**config.mk**
```make
export PLATFORM = sky130hd
export DESIGN_NAME = altboot_wdog
export DESIGN_NICKNAME = d
export VERILOG_FILES = /design/src/rtl/abw_pkg.sv /design/src/rtl/abw_prescaler.sv /design/src/rtl/abw_downcount.sv /design/src/rtl/altboot_wdog.sv
export SDC_FILE = /design/constraint.sdc
export NUM_CORES = 1
export LEC_CHECK = 0
export ABC_AREA = 1
export BUFFER_PORTS_ARGS = -buffer_cell sky130_fd_sc_hd__buf_2
export CORE_MARGIN = 2
export CORE_UTILIZATION = 36
export CTS_CLUSTER_DIAMETER = 100
export DETAILED_ROUTE_END_ITERATION = 10
export SLEW_MARGIN = 5
export SYNTH_ARGS = -nofsm -noshare
export SYNTH_HDL_FRONTEND = slang
export SYNTH_SLANG_ARGS = --single-unit
```
**constraint.sdc**
```tcl
create_clock -name clk -period 2 [get_ports clk]
set_input_delay 0.4 -clock clk [delete_from_list [all_inputs] [get_ports clk]]
set_output_delay 0.4 -clock clk [all_outputs]
set_load 0.01 [all_outputs]
```
**src/rtl/abw_pkg.sv**
```systemverilog
package abw_pkg;
   localparam int unsigned OFS_CTRL    = 32'h64;
   localparam int unsigned OFS_RELOAD  = 32'h68;
   localparam int unsigned OFS_RESTART = 32'h6C;
   localparam logic [31:0] RESTART_KEY = 32'h0000_4755;
   localparam logic [7:0]  CLEAR_KEY   = 8'hEA;
   localparam int unsigned EN_BIT      = 0;
   localparam int unsigned BOOT_BIT    = 4;
   localparam int unsigned KEY_LSB     = 16;
   localparam int unsigned CNT_LSB     = 16;

   typedef enum logic [1:0] {
      SEL_NONE,
      SEL_CTRL,
      SEL_RELOAD,
      SEL_RESTART
   } abw_sel_e;
endpackage

```
**src/rtl/abw_prescaler.sv**
```systemverilog
module abw_prescaler #(
   parameter int unsigned CYC_PER_TICK = 20_000_000
) (
   input  logic clk,
   input  logic rst_n,
   input  logic run,
   input  logic clr,
   output logic tick
);
   generate
      if (CYC_PER_TICK < 1) begin : g_bad
         $error("abw_prescaler: CYC_PER_TICK must be at least 1");
      end
      if (CYC_PER_TICK == 1) begin : g_direct
         assign tick = run && !clr;
      end else begin : g_count
         localparam int unsigned PW = $clog2(CYC_PER_TICK);
         localparam logic [PW-1:0] LAST = PW'(CYC_PER_TICK - 1);
         logic [PW-1:0] div_q;
         always_ff @(posedge clk or negedge rst_n) begin
            if (!rst_n) begin
               div_q <= '0;
            end else if (!run || clr || div_q == LAST) begin
               div_q <= '0;
            end else begin
               div_q <= div_q + 1'b1;
            end
         end
         assign tick = run && !clr && (div_q == LAST);
      end
   endgenerate
endmodule

```
**src/rtl/abw_downcount.sv**
```systemverilog
module abw_downcount #(
   parameter int unsigned W       = 13,
   parameter int unsigned RST_VAL = 220
) (
   input  logic         clk,
   input  logic         rst_n,
   input  logic         load,
   input  logic [W-1:0] load_val,
   input  logic         dec,
   output logic [W-1:0] cnt,
   output logic         zero
);
   generate
      if (RST_VAL >= (1 << W)) begin : g_bad
         $error("abw_downcount: RST_VAL does not fit in W bits");
      end
   endgenerate

   logic [W-1:0] cnt_q;
   always_ff @(posedge clk or negedge rst_n) begin
      if (!rst_n) begin
         cnt_q <= W'(RST_VAL);
      end else if (load) begin
         cnt_q <= load_val;
      end else if (dec && cnt_q != '0) begin
         cnt_q <= cnt_q - 1'b1;
      end
   end
   assign cnt  = cnt_q;
   assign zero = (cnt_q == '0);
endmodule

```
**src/rtl/altboot_wdog.sv**
```systemverilog
module altboot_wdog
   import abw_pkg::*;
#(
   parameter int unsigned ADDR_W       = 8,
   parameter int unsigned RELOAD_W     = 13,
   parameter int unsigned CYC_PER_TICK = 20_000_000,
   parameter int unsigned RST_RELOAD   = 220
) (
   input  logic              clk,
   input  logic              rst_n,
   input  logic [ADDR_W-1:0] bus_addr,
   input  logic              bus_we,
   input  logic [31:0]       bus_wdata,
   output logic [31:0]       bus_rdata,
   output logic              rst_req,
   output logic              boot_alt
);
   generate
      if (ADDR_W < 7) begin : g_bad_addr
         $error("altboot_wdog: ADDR_W too small for the register offsets");
      end
      if (RELOAD_W < 1 || RELOAD_W > 16) begin : g_bad_rw
         $error("altboot_wdog: RELOAD_W must be 1..16");
      end
   endgenerate

   abw_sel_e           sel;
   logic               wr_ctrl, wr_rel, wr_rst;
   logic               en_q, boot_q, rst_req_q;
   logic [RELOAD_W-1:0] reload_q;
   logic [RELOAD_W-1:0] cnt;
   logic               zero, tick, expire;

   always_comb begin
      if (bus_addr == ADDR_W'(OFS_CTRL))         sel = SEL_CTRL;
      else if (bus_addr == ADDR_W'(OFS_RELOAD))  sel = SEL_RELOAD;
      else if (bus_addr == ADDR_W'(OFS_RESTART)) sel = SEL_RESTART;
      else                                       sel = SEL_NONE;
   end

   assign wr_ctrl = bus_we && (sel == SEL_CTRL);
   assign wr_rel  = bus_we && (sel == SEL_RELOAD);
   assign wr_rst  = bus_we && (sel == SEL_RESTART) && (bus_wdata == RESTART_KEY);
   assign expire  = en_q && zero;

   always_ff @(posedge clk or negedge rst_n) begin
      if (!rst_n) begin
         en_q      <= 1'b0;
         boot_q    <= 1'b0;
         rst_req_q <= 1'b0;
         reload_q  <= RELOAD_W'(RST_RELOAD);
      end else begin
         rst_req_q <= expire;
         if (expire) begin
            en_q   <= 1'b0;
            boot_q <= ~boot_q;
         end else if (wr_ctrl) begin
            en_q <= bus_wdata[EN_BIT];
            if (bus_wdata[KEY_LSB +: 8] == CLEAR_KEY) boot_q <= 1'b0;
         end
         if (wr_rel) reload_q <= bus_wdata[RELOAD_W-1:0];
      end
   end

   abw_prescaler #(.CYC_PER_TICK(CYC_PER_TICK)) u_pre (
      .clk  (clk),
      .rst_n(rst_n),
      .run  (en_q),
      .clr  (wr_rst),
      .tick (tick)
   );

   abw_downcount #(.W(RELOAD_W), .RST_VAL(RST_RELOAD)) u_cnt (
      .clk     (clk),
      .rst_n   (rst_n),
      .load    (wr_rst),
      .load_val(reload_q),
      .dec     (tick),
      .cnt     (cnt),
      .zero    (zero)
   );

   always_comb begin
      bus_rdata = '0;
      unique case (sel)
         SEL_CTRL: begin
            bus_rdata[EN_BIT]   = en_q;
            bus_rdata[BOOT_BIT] = boot_q;
         end
         SEL_RELOAD: begin
            bus_rdata[RELOAD_W-1:0]         = reload_q;
            bus_rdata[CNT_LSB +: RELOAD_W]  = cnt;
         end
         default: bus_rdata = '0;
      endcase
   end

   assign rst_req  = rst_req_q;
   assign boot_alt = boot_q;
endmodule

```
==> out/results.ini <==
[clock_tree]
numClockSinks=54
cts_tree=done
post-cts-setup-buffers=0
h-tree-depth=2
post_cts_resize_count=0
cts.root.buffer_cell=sky130_fd_sc_hd__clkbuf_8
worst_skew_pair.late_latency_ns=0.30
cts-hold-fix-buffers=0
clkSlewWorstSetupHoldPaths_ns=0.09
number_of_buffers_created_by_cts=5
max-clock-path-buffers=2

[power]
power.leakage_nw=2.08
power_frac_comb_pct=9.8
switching_share_pct=24.2
p_int_mw=1.57
powerDensity_nw_per_um2=488
fin_total_pwr_mw=2.07
power.clock.fraction_pct=34.7
power.ir.vdd_worst_mv=0.331
net-switching-power_mw=0.501
power_frac_seq_pct=55.4

[synthesis]
cell_area_after_synthesis_sq_um=3620
synth.ff_latch_count=54
synth_top_cells_by_area=sky130_fd_sc_hd__dfrtp_1 (30%), sky130_fd_sc_hd__nand2_1 (14%), sky130_fd_sc_hd__nor2_1 (13%)
synth_sequential_area_ratio_pct=37.7
synthTopCellsByCount=sky130_fd_sc_hd__nand2_1 (135), sky130_fd_sc_hd__nor2_1 (126), sky130_fd_sc_hd__inv_1 (66), sky130_fd_sc_hd__nand3_1 (50), sky130_fd_sc_hd__dfrtp_1 (44)
synth_most_common_cell=sky130_fd_sc_hd__nand2_1
post_synth.cell_area_avg_sq_um=6.71
synth_area_leader_cell=sky130_fd_sc_hd__dfrtp_1
synth_enable_flop_cells=0
synth_cells=539
yosysWarnings=0
synth.distinct_cells=32
async_reset_ff_share_pct=100
synth.top_cell.area_share_pct=30.4
synth_top_flop_cell=sky130_fd_sc_hd__dfrtp_1

[setup_path]
cp_max_fo=24
endpoint_kind=primary output
critPathMaxStageDelay_ns=0.24
critPathKind=in -> out
worst-endpoint-required_ns=1.60
arrival_ns=1.44
critical_path_buf_inv_count=4
crit_family=buffers and inverters
cp_cell_sequence=buf_2 > inv_1 > nand2_1 > nor2_4 > nand4_2 > buf_4 > nor2_1 > buf_2
start_kind=input pin
worst_path_max_delay_cell=sky130_fd_sc_hd__buf_4
critical_path.most_common_cell=sky130_fd_sc_hd__buf_2

[grt]
grt_antenna_before_repair=0
grt_max_degree=38
vias_in_the_first_global_route=3229
groute.usage.overall_pct=16.5
grt_remaining_overflow=0
grt_first_pass_wirelength_mm=14.9

[sta]
timing_hold_violations_final=0
setup_repair_after_global_routing_missed_its_margin=false
setup_viol=0
slew_violations=0
setup-tns-final_ns=0
fmax_mhz=545
timing.hold.ws_ns=0.0258
period_share_pct=91.8
final.min_clock_period_ns=1.84
timing.clock.skew_ns=0.0101
finalWorstSetupSlack_ns=0.165

[hold_path]
hp-class=in -> async

[layout]
layout.core_utilization_pct=43.4
nNetsFinal=658
layout-area-overhead-vs-synth_pct=17.3
layoutNonFillerInstCount=747
fillerInstances=1046
post_route_cells_drive_above_1_share_pct=18.2
antenna_cells=0
seqCellArea_sq_um=1360
multi_input_comb_area_sq_um=1920
non_filler_cell_area_final_sq_um=4240

[die]
die_h_um=104
rows=36
design.core.area_sq_um=9770
initial_utilization_pct=37.0
pin_count=77
die_area_sq_um=10900
dieWidth_um=104

[route]
routed_wire_length_per_instance_um=11.6
routed-wl-met3_um=305
antenna_violating_nets_post_route=0
drt_iter0_drc=170
vias=3423
highest_layer=met4
drtPass1Iterations=4
drt_drc_violations_left=0
finalWirelength_mm=8.70
routedLengthMet1_mm=4.42
avgViaCountPerCell=4.58
dr_wl_met2_mm=3.92

[place]
routabilityCongestion=0.915
preCtsSetupSlack_ns=0.115
dpl.cell_count=739
port_buffers=70
place_hpwl_mm=6.87
placed_cell_areas_sq_um=4130

[outcome]
status=finished, final reports clean

[flow_run]
maxCapViolations=0

-- path summary, 6_finish.rpt --
check / from / end / slack (ns) / depth (start not counted)
max: bus_addr[7] / bus_rdata[2] / 0.16 / 8
min: rst_n / u_pre.g_count.div_q[4] / 0.03 / 1
max in group asynchronous: rst_n / reload_q[4] / 1.38 / 2
min in group clk: bus_wdata[6] / reload_q[6] / 0.36 / 3
max reg2reg: u_cnt.cnt[1] / u_cnt.cnt[1] / 0.20 / 9
min reg2reg: u_pre.g_count.div_q[0] / u_pre.g_count.div_q[0] / 0.50 / 1
-- cell type report --
cell class | count | share of cell area, %
Inverter | 67 | 5.93
Tap cell | 133 | 3.92
Clock buffer | 5 | 1.62
Timing Repair Buffer | 78 | 10.3
Clock inverter | 3 | 0.944
Multi-Input combinational cell | 407 | 45.2
Sequential cell | 54 | 32.1
-- power by group through the flow --
stage	clock network, mW	logic, mW	registers (mW)
floorplan	0	0.0940	1.17
global placement	0	0.206	1.17
detailed placement	0	0.208	1.17
CTS	0.743	0.208	1.15
global route	0.792	0.233	1.16
finish	0.720	0.204	1.15
-- cell usage in the layout, fill, tap and decap left out --
master | Yosys | routed
sky130_fd_sc_hd__dfstp_2 | 10 | 10
sky130_fd_sc_hd__nand4_1 | 13 | 13
sky130_fd_sc_hd__nand2_2 | 3 | 3
sky130_fd_sc_hd__clkbuf_8 | 0 | 5
sky130_fd_sc_hd__a211oi_1 | 1 | 1
sky130_fd_sc_hd__or2_1 | 1 | 1
sky130_fd_sc_hd__nand3_1 | 50 | 50
sky130_fd_sc_hd__bufinv_16 | 0 | 1
sky130_fd_sc_hd__buf_2 | 1 | 70
sky130_fd_sc_hd__conb_1 | 1 | 6
sky130_fd_sc_hd__nand3b_2 | 1 | 1
sky130_fd_sc_hd__a21oi_1 | 4 | 4
sky130_fd_sc_hd__buf_4 | 9 | 6
sky130_fd_sc_hd__ha_1 | 2 | 2
sky130_fd_sc_hd__nor3_1 | 8 | 8
sky130_fd_sc_hd__buf_12 | 0 | 2
sky130_fd_sc_hd__nor2_4 | 2 | 2
sky130_fd_sc_hd__dfrtp_1 | 44 | 44
sky130_fd_sc_hd__nor3b_1 | 1 | 1
sky130_fd_sc_hd__nor2_1 | 126 | 126
sky130_fd_sc_hd__inv_1 | 66 | 66
sky130_fd_sc_hd__xor2_1 | 21 | 21
sky130_fd_sc_hd__xnor2_1 | 5 | 5
sky130_fd_sc_hd__a32o_1 | 2 | 2
sky130_fd_sc_hd__o21ai_0 | 13 | 13
sky130_fd_sc_hd__nand4_2 | 1 | 1
sky130_fd_sc_hd__clkinv_2 | 0 | 2
sky130_fd_sc_hd__nand2_1 | 135 | 135
sky130_fd_sc_hd__or2_0 | 1 | 1
sky130_fd_sc_hd__nand3b_1 | 3 | 3
sky130_fd_sc_hd__nor2_2 | 5 | 5
sky130_fd_sc_hd__nor3b_4 | 1 | 1
sky130_fd_sc_hd__nand3_2 | 2 | 2
sky130_fd_sc_hd__inv_2 | 1 | 1
-- flip-flops by register name, indices dropped and copies added, names as in the netlist --
| signal | flops |
|---|---|
| u_pre.g_count.div_q | 25 |
| u_cnt.cnt | 13 |
| rst_req | 1 |
| reload_q | 13 |
| en_q | 1 |
| boot_alt | 1 |
-- logic make-up after synthesis --
logic type	Yosys count	synth area share, %
compound gates	20	3.11
xor+xnor	26	6.30
fa+ha+maj	2	0.692
buf+inv	83	9.79
flops	54	37.7
other cells	1	0.104
simple gates	353	42.3
-- routing by layer --
| metal | GRT usage (%) | vias to the layer above |
|---|---|---|
| li1 | - | 1811 |
| met1 | 24.3 | 1536 |
| met4 | 3.57 | 0 |
| met5 | 0 | - |
| met2 | 25.8 | 74 |
| met3 | 2.07 | 2 |
Note: power is estimated with default switching activity, not from simulation.
